===== config.mk =====
export PLATFORM = sky130hd
export DESIGN_NAME = pbw_top
export DESIGN_NICKNAME = d
export VERILOG_FILES = /design/src/rtl/pbw_pkg.sv /design/src/rtl/pbw_store.sv /design/src/rtl/pbw_gate.sv /design/src/rtl/pbw_top.sv
export SDC_FILE = /design/constraint.sdc
export NUM_CORES = 1
export LEC_CHECK = 0
export CAP_MARGIN = 20
export CORE_ASPECT_RATIO = 0.75
export CORE_UTILIZATION = 59
export CTS_CLUSTER_DIAMETER = 200
export CTS_CLUSTER_SIZE = 10
export DETAILED_ROUTE_END_ITERATION = 10
export GPL_ROUTABILITY_DRIVEN = 0
export GPL_TIMING_DRIVEN = 0
export PLACE_DENSITY = 0.83
export SKIP_LAST_GASP = 1
export SLEW_MARGIN = 15
export SYNTH_ARGS = -nofsm -noshare
export SYNTH_HDL_FRONTEND = slang
export SYNTH_SLANG_ARGS = --single-unit

===== constraint.sdc =====
create_clock -name clk -period 5.1 [get_ports clk]
set_input_delay 1.53 -clock clk [delete_from_list [all_inputs] [get_ports clk]]
set_output_delay 1.53 -clock clk [all_outputs]
set_load 0.02 [all_outputs]

===== src/rtl/pbw_pkg.sv =====
package pbw_pkg;

    // Buffer depth needed for a given absorb count: the in-flight samples,
    // one cycle of FIFO write latency and one cycle of registered ready,
    // doubled so that a fully streaming sink never sees a bubble.
    function automatic int unsigned buf_depth(input int unsigned absorb);
        return (absorb + 2) * 2;
    endfunction

    // Fill level above which the input side is closed.
    function automatic int unsigned open_limit(input int unsigned absorb);
        return absorb + 2;
    endfunction

endpackage


===== src/rtl/pbw_store.sv =====
module pbw_store #(
    parameter int unsigned W     = 8,
    parameter int unsigned DEPTH = 12
) (
    input  logic                          clk,
    input  logic                          rst,
    input  logic                          wr_en,
    input  logic [W-1:0]                  wr_data,
    input  logic                          rd_en,
    output logic [W-1:0]                  rd_data,
    output logic                          empty,
    output logic                          full,
    output logic [$clog2(DEPTH+1)-1:0]    lvl_q,
    output logic [$clog2(DEPTH+1)-1:0]    lvl_d
);
    localparam int unsigned AW = (DEPTH > 1) ? $clog2(DEPTH) : 1;
    localparam int unsigned CW = $clog2(DEPTH + 1);
    localparam logic [CW-1:0] CNT_MAX = CW'(DEPTH);

    typedef struct packed {
        logic [AW-1:0] wp;
        logic [AW-1:0] rp;
        logic [CW-1:0] cnt;
    } st_t;

    st_t st_q, st_d;
    logic [W-1:0] mem [DEPTH];
    logic [AW-1:0] wp_inc, rp_inc;
    logic do_wr, do_rd;

    // Pointer advance: plain wrap for power-of-two depths, compare otherwise.
    generate
        if (DEPTH == (1 << AW)) begin : g_pow2
            assign wp_inc = st_q.wp + 1'b1;
            assign rp_inc = st_q.rp + 1'b1;
        end else begin : g_mod
            localparam logic [AW-1:0] LAST = AW'(DEPTH - 1);
            assign wp_inc = (st_q.wp == LAST) ? '0 : st_q.wp + 1'b1;
            assign rp_inc = (st_q.rp == LAST) ? '0 : st_q.rp + 1'b1;
        end
    endgenerate

    always_comb begin
        st_d  = st_q;
        do_wr = wr_en && (st_q.cnt != CNT_MAX);
        do_rd = rd_en && (st_q.cnt != '0);
        if (do_wr) st_d.wp = wp_inc;
        if (do_rd) st_d.rp = rp_inc;
        unique case ({do_wr, do_rd})
            2'b10:   st_d.cnt = st_q.cnt + 1'b1;
            2'b01:   st_d.cnt = st_q.cnt - 1'b1;
            default: st_d.cnt = st_q.cnt;
        endcase
    end

    always_ff @(posedge clk) begin
        if (rst) begin
            st_q <= '0;
        end else begin
            st_q <= st_d;
        end
    end

    always_ff @(posedge clk) begin
        if (do_wr) begin
            mem[st_q.wp] <= wr_data;
        end
    end

    assign rd_data = mem[st_q.rp];
    assign empty   = (st_q.cnt == '0);
    assign full    = (st_q.cnt == CNT_MAX);
    assign lvl_q   = st_q.cnt;
    assign lvl_d   = st_d.cnt;

endmodule


===== src/rtl/pbw_gate.sv =====
module pbw_gate #(
    parameter int unsigned CW    = 4,
    parameter int unsigned LIMIT = 6
) (
    input  logic          clk,
    input  logic          rst,
    input  logic [CW-1:0] lvl_d,
    input  logic          up_valid,
    output logic          up_ready,
    output logic          proc_valid
);
    localparam logic [CW-1:0] LIM = CW'(LIMIT);

    typedef struct packed {
        logic open;
    } gate_t;

    gate_t g_q, g_d;

    // The ready for the next cycle follows the fill level the FIFO will have
    // after this edge, so it equals "level at start of cycle <= LIMIT".
    always_comb begin
        g_d      = g_q;
        g_d.open = (lvl_d <= LIM);
    end

    always_ff @(posedge clk) begin
        if (rst) begin
            g_q <= '0;
        end else begin
            g_q <= g_d;
        end
    end

    assign up_ready   = g_q.open;
    assign proc_valid = up_valid && g_q.open;

endmodule


===== src/rtl/pbw_top.sv =====
module pbw_top #(
    parameter int unsigned IN_W   = 8,
    parameter int unsigned OUT_W  = 12,
    parameter int unsigned ABSORB = 4
) (
    input  logic             clk,
    input  logic             rst,
    input  logic [IN_W-1:0]  up_data,
    input  logic             up_valid,
    output logic             up_ready,
    output logic [IN_W-1:0]  proc_data,
    output logic             proc_valid,
    input  logic [OUT_W-1:0] ret_data,
    input  logic             ret_valid,
    output logic [OUT_W-1:0] dn_data,
    output logic             dn_valid,
    input  logic             dn_ready
);
    localparam int unsigned DEPTH = pbw_pkg::buf_depth(ABSORB);
    localparam int unsigned LIMIT = pbw_pkg::open_limit(ABSORB);
    localparam int unsigned CW    = $clog2(DEPTH + 1);

    logic          fifo_empty;
    logic          fifo_full;
    logic [CW-1:0] fifo_lvl;
    logic [CW-1:0] fifo_lvl_d;

    pbw_store #(
        .W     (OUT_W),
        .DEPTH (DEPTH)
    ) u_store (
        .clk     (clk),
        .rst     (rst),
        .wr_en   (ret_valid),
        .wr_data (ret_data),
        .rd_en   (dn_ready),
        .rd_data (dn_data),
        .empty   (fifo_empty),
        .full    (fifo_full),
        .lvl_q   (fifo_lvl),
        .lvl_d   (fifo_lvl_d)
    );

    pbw_gate #(
        .CW    (CW),
        .LIMIT (LIMIT)
    ) u_gate (
        .clk        (clk),
        .rst        (rst),
        .lvl_d      (fifo_lvl_d),
        .up_valid   (up_valid),
        .up_ready   (up_ready),
        .proc_valid (proc_valid)
    );

    assign proc_data = up_data;
    assign dn_valid  = !fifo_empty;

endmodule


==> reports/results.md <==
| Item | This run |
|---|---|
| Category of the critical setup timing path | reg -> out |
| Post-synthesis register bit count | 161 |
| Number of clock sinks seen by CTS | 161 |
| Data required, critical path | 3.57 ns |
| Number of synthesized flops with an enable pin | 144 |
| Peak fanout along the critical path | 10 |
| Aggregate global routing overflow | 0 |
| Crit path DAT | 2.74 ns |
| Part of the total power dissipated in the clock network | 36.4% |
| Final critical-path share of the clock period | 83.6% |
| Num CTS Buffers | 17 |
| Setup repair after global routing missed its margin | no |
| Fin. max-slew vios | 0 |
| Post-synthesis adder-cell area fraction | 1.55% |
| Reported leakage power | 2.58 nW |
| Share of synthesized flip-flops with an asynchronous set or reset | 0% |
| Min cycle time layout | 4.27 ns |
| Number of placement rows | 32 |
| Die area | 11400 sq um |
| Share of final-layout standard cells stronger than drive strength 1 | 24.5% |
| Maximum clock skew at final layout | 0.00663 ns |
| Sequential share of power | 42.5% |
| Post-synthesis net count | 387 |
| Synth Area in Compound Gates | 3.43% |
| Crit path launch type | register |
| First-pass detailed-route iteration total | 5 |
| Outcome | finished, final reports clean |
| Post-detailed-route DRC marker count | 0 |
| Post-synthesis share of cell area spent on xor and xnor gates | 0.407% |
| Number of post-CTS setup repair buffers | 0 |
| Multiplexer share of the synthesized area | 14.7% |
| Power dissipated by switching net loads | 915 uW |
| Main combinational cell family by area after synthesis | multiplexers |
| End point of the worst hold path | u_store.st_q[9] |
| Routed WL per cell | 23.3 um |
| Placeable core region | 10500 sq um |
| Dominant cells by area after synthesis | sky130_fd_sc_hd__edfxtp_1, sky130_fd_sc_hd__mux4_2, sky130_fd_sc_hd__dfxtp_1 |
| Internal portion of total power | 2.63 mW |
| Post-placement cell count | 539 |
| Worst slew margin relative to its limit | 47.2% |
| Net switching fraction of the power | 25.8% |
| Global-route wire length before repair | 19800 um |
| Final-report setup violation count | 0 |
| Antenna violations before repair | 0 |
| Distinct cells, synth | 34 |
| Sequential-to-total area share from yosys stat | 72.2% |
| Type of the worst min-delay path | reg -> reg |
| Proportion of netlist area held by the largest area contributor | 67.0% |
| Worst reg2reg startpoint | u_store.lvl_q[0] |
| Final net count | 457 |
| Antenna-violating nets left | 0 |
| Die extent in y | 92.6 um |
| Number of gates resized after cts | 0 |
| Area used by multi-input combinational logic | 1620 sq um |
| Endpoint type of the worst setup path | output port |
| Core utilization of the finished layout | 74.6% |
| Hold path startpoint | u_store.st_q[9] |
| Final sum of negative setup slack | 0 ns |
| Cell area after synthesis | 6460 sq um |
| Pin count of the biggest net entering global routing | 17 |
| Area of all sequential standard cells | 4660 sq um |
| Number of warnings printed during yosys synthesis | 0 |
| Layout-stage area growth over the synthesis result | 20.7% |
| Number of DRC markers in iteration 0 | 345 |
| Count of hold buffers inserted by post-cts repair | 0 |
| CTS max path bufs | 2 |
| Buffers added on ports | 39 |
| Total power per unit cell area | 455 nW/um^2 |
| Combinational Power Share | 21.0% |
| Clock latency reported for the late side of the worst-skew pair | 0.42 ns |
| Fill count | 551 |
| Final Routed Wirelength | 13400 um |
| Detailed-route vias per instance | 6.08 |
| Max Cap Violations | 0 |
| Synth area leader | sky130_fd_sc_hd__edfxtp_1 |
| Simple-gate area share of the yosys netlist | 4.59% |
| Via count | 3485 |
| CTS H-tree depth | 4 |
| Initial core utilization | 61.8% |
| Vias in the first global route | 3499 |
| Number of failing hold endpoints at the final stage | 0 |
| Worst hold stages | 2 |
| CTS tree | yes |
| Worst-case register-to-register setup slack | 2.39 ns |
| Pin slew with the least headroom to its limit | 0.789 ns |
| Horizontal die dimension | 123 um |
| Max Fclk | 0.234 GHz |
| Placed wire-length estimate | 8710 um |
| Clock root cell | sky130_fd_sc_hd__clkbuf_16 |
| Antenna Cells | 0 |
| Tot GR Track Use | 25.8% |
| Count of placed standard cells in the final layout, fillers left out | 573 |
| Worst r2r dst | u_gate.up_ready |
| Number of cell instances on the worst register-to-register path | 12 |
| Synth Area per Inst | 18.2 sq um |
| Number of I/O pins | 48 |
| IR drop worst, VDD | 0.276 mV |
| Mapped Cells | 354 |
| Clk pin slew, worst setup/hold paths | 0.06 ns |
| Prevailing post-synth register cell | sky130_fd_sc_hd__edfxtp_1 |
==> area by class of cell <==
| class | count | share of cell area, % |
|---|---|---|
| Timing Repair Buffer | 51 | 6.65 |
| Tap cell | 136 | 2.18 |
| Buffer | 26 | 2.22 |
| Clock buffer | 25 | 7.34 |
| Inverter | 7 | 0.337 |
| Clock inverter | 7 | 0.690 |
| Sequential cell | 161 | 59.9 |
| Multi-Input combinational cell | 160 | 20.7 |
==> cells in the mapped netlist (all sizes together) (5+ instances only) <==
cell type	instances
edfxtp	144
mux4	36
nand2	24
buf	23
nor2	18
o21ai	18
dfxtp	17
mux2i	14
a21oi	10
ha	8
inv	7
nor3	5
==> flip-flops by register name (all words and copies together), names as in the netlist, named ones only <==
name and cells:
u_store.lvl_q 4, u_store.mem 144, u_store.st_q 8, u_gate.up_ready 1
==> power by group through the flow <==
stage	combinational (mW)	sequential (mW)	clock, mW
4_1_cts	0.750	1.51	1.30
6_report	0.746	1.51	1.29
5_1_grt	0.797	1.51	1.35
3_5_place_dp	0.740	1.53	0
3_3_place_gp	0.712	1.53	0
2_1_floorplan	0.501	1.53	0
==> critical path, cell delays in order (launching register included) <==
cell	delay [ns]
sky130_fd_sc_hd__dfxtp_1	0.33
sky130_fd_sc_hd__buf_6	0.17
sky130_fd_sc_hd__buf_6	0.22
sky130_fd_sc_hd__mux4_2	0.53
sky130_fd_sc_hd__mux2i_1	0.35
sky130_fd_sc_hd__o21ai_1	0.14
sky130_fd_sc_hd__clkdlybuf4s50_1	0.56
==> cells by family after synthesis <==
family	after synthesis
fa+ha+maj	8
flops	161
simple gates	63
mux	50
buf+inv	33
xor+xnor	3
compound gates	36
==> layout by cell type, fill, tap and decap left out, types with 2 or more instances in the layout <==
cell type and instances:
sky130_fd_sc_hd__clkbuf_16 22, sky130_fd_sc_hd__a31oi_1 3, sky130_fd_sc_hd__buf_4 11, sky130_fd_sc_hd__nand2_1 24, sky130_fd_sc_hd__o21ai_0 5, sky130_fd_sc_hd__clkbuf_1 5, sky130_fd_sc_hd__buf_2 9, sky130_fd_sc_hd__nand3_1 3
sky130_fd_sc_hd__clkdlybuf4s50_1 39, sky130_fd_sc_hd__o21ai_1 13, sky130_fd_sc_hd__mux4_2 36, sky130_fd_sc_hd__clkinv_4 4, sky130_fd_sc_hd__dfxtp_1 17, sky130_fd_sc_hd__and2_1 4, sky130_fd_sc_hd__nor2b_1 2, sky130_fd_sc_hd__inv_1 5
sky130_fd_sc_hd__nor3_2 4, sky130_fd_sc_hd__nor4bb_1 2, sky130_fd_sc_hd__inv_2 2, sky130_fd_sc_hd__nor2_1 18, sky130_fd_sc_hd__a21oi_1 10, sky130_fd_sc_hd__ha_1 8, sky130_fd_sc_hd__mux2i_1 14, sky130_fd_sc_hd__buf_6 14
sky130_fd_sc_hd__xor2_1 3, sky130_fd_sc_hd__edfxtp_1 144, sky130_fd_sc_hd__inv_4 3
==> how the worst max path moves through the flow <==
stage,depth (start not counted),slack [ns],end
5_1_grt,6,0.72,dn_data[4]
4_1_cts,6,0.85,dn_data[8]
3_5_place_dp,3,0.89,proc_valid
6_report,6,0.83,dn_data[8]
2_1_floorplan,1,1.82,proc_valid
3_3_place_gp,5,0.75,u_store.mem[1][7]
==> through the flow <==
step	cell area [sq um]	hold slack, ns	setup WS [ns]	power [mW]
4_1_cts	7780	0.520	0.845	3.56
3_5_place_dp	7150	0.503	0.888	2.27
6_report	7790	0.526	0.834	3.55
5_1_grt	7790	0.547	0.719	3.66
2_1_floorplan	6460	0.467	1.82	2.03
3_3_place_gp	7020	0.484	0.750	2.24
==> per-layer routing <==
layer	track usage [%]	share of wire (%)	vias up
li1	-	-	1530
met1	34.2	42	1768
met2	40.7	49	167
met3	8.44	7.3	20
met4	8.43	1.6	0
met5	0	0	-
No activity file was read; power rests on OpenSTA's default activity.
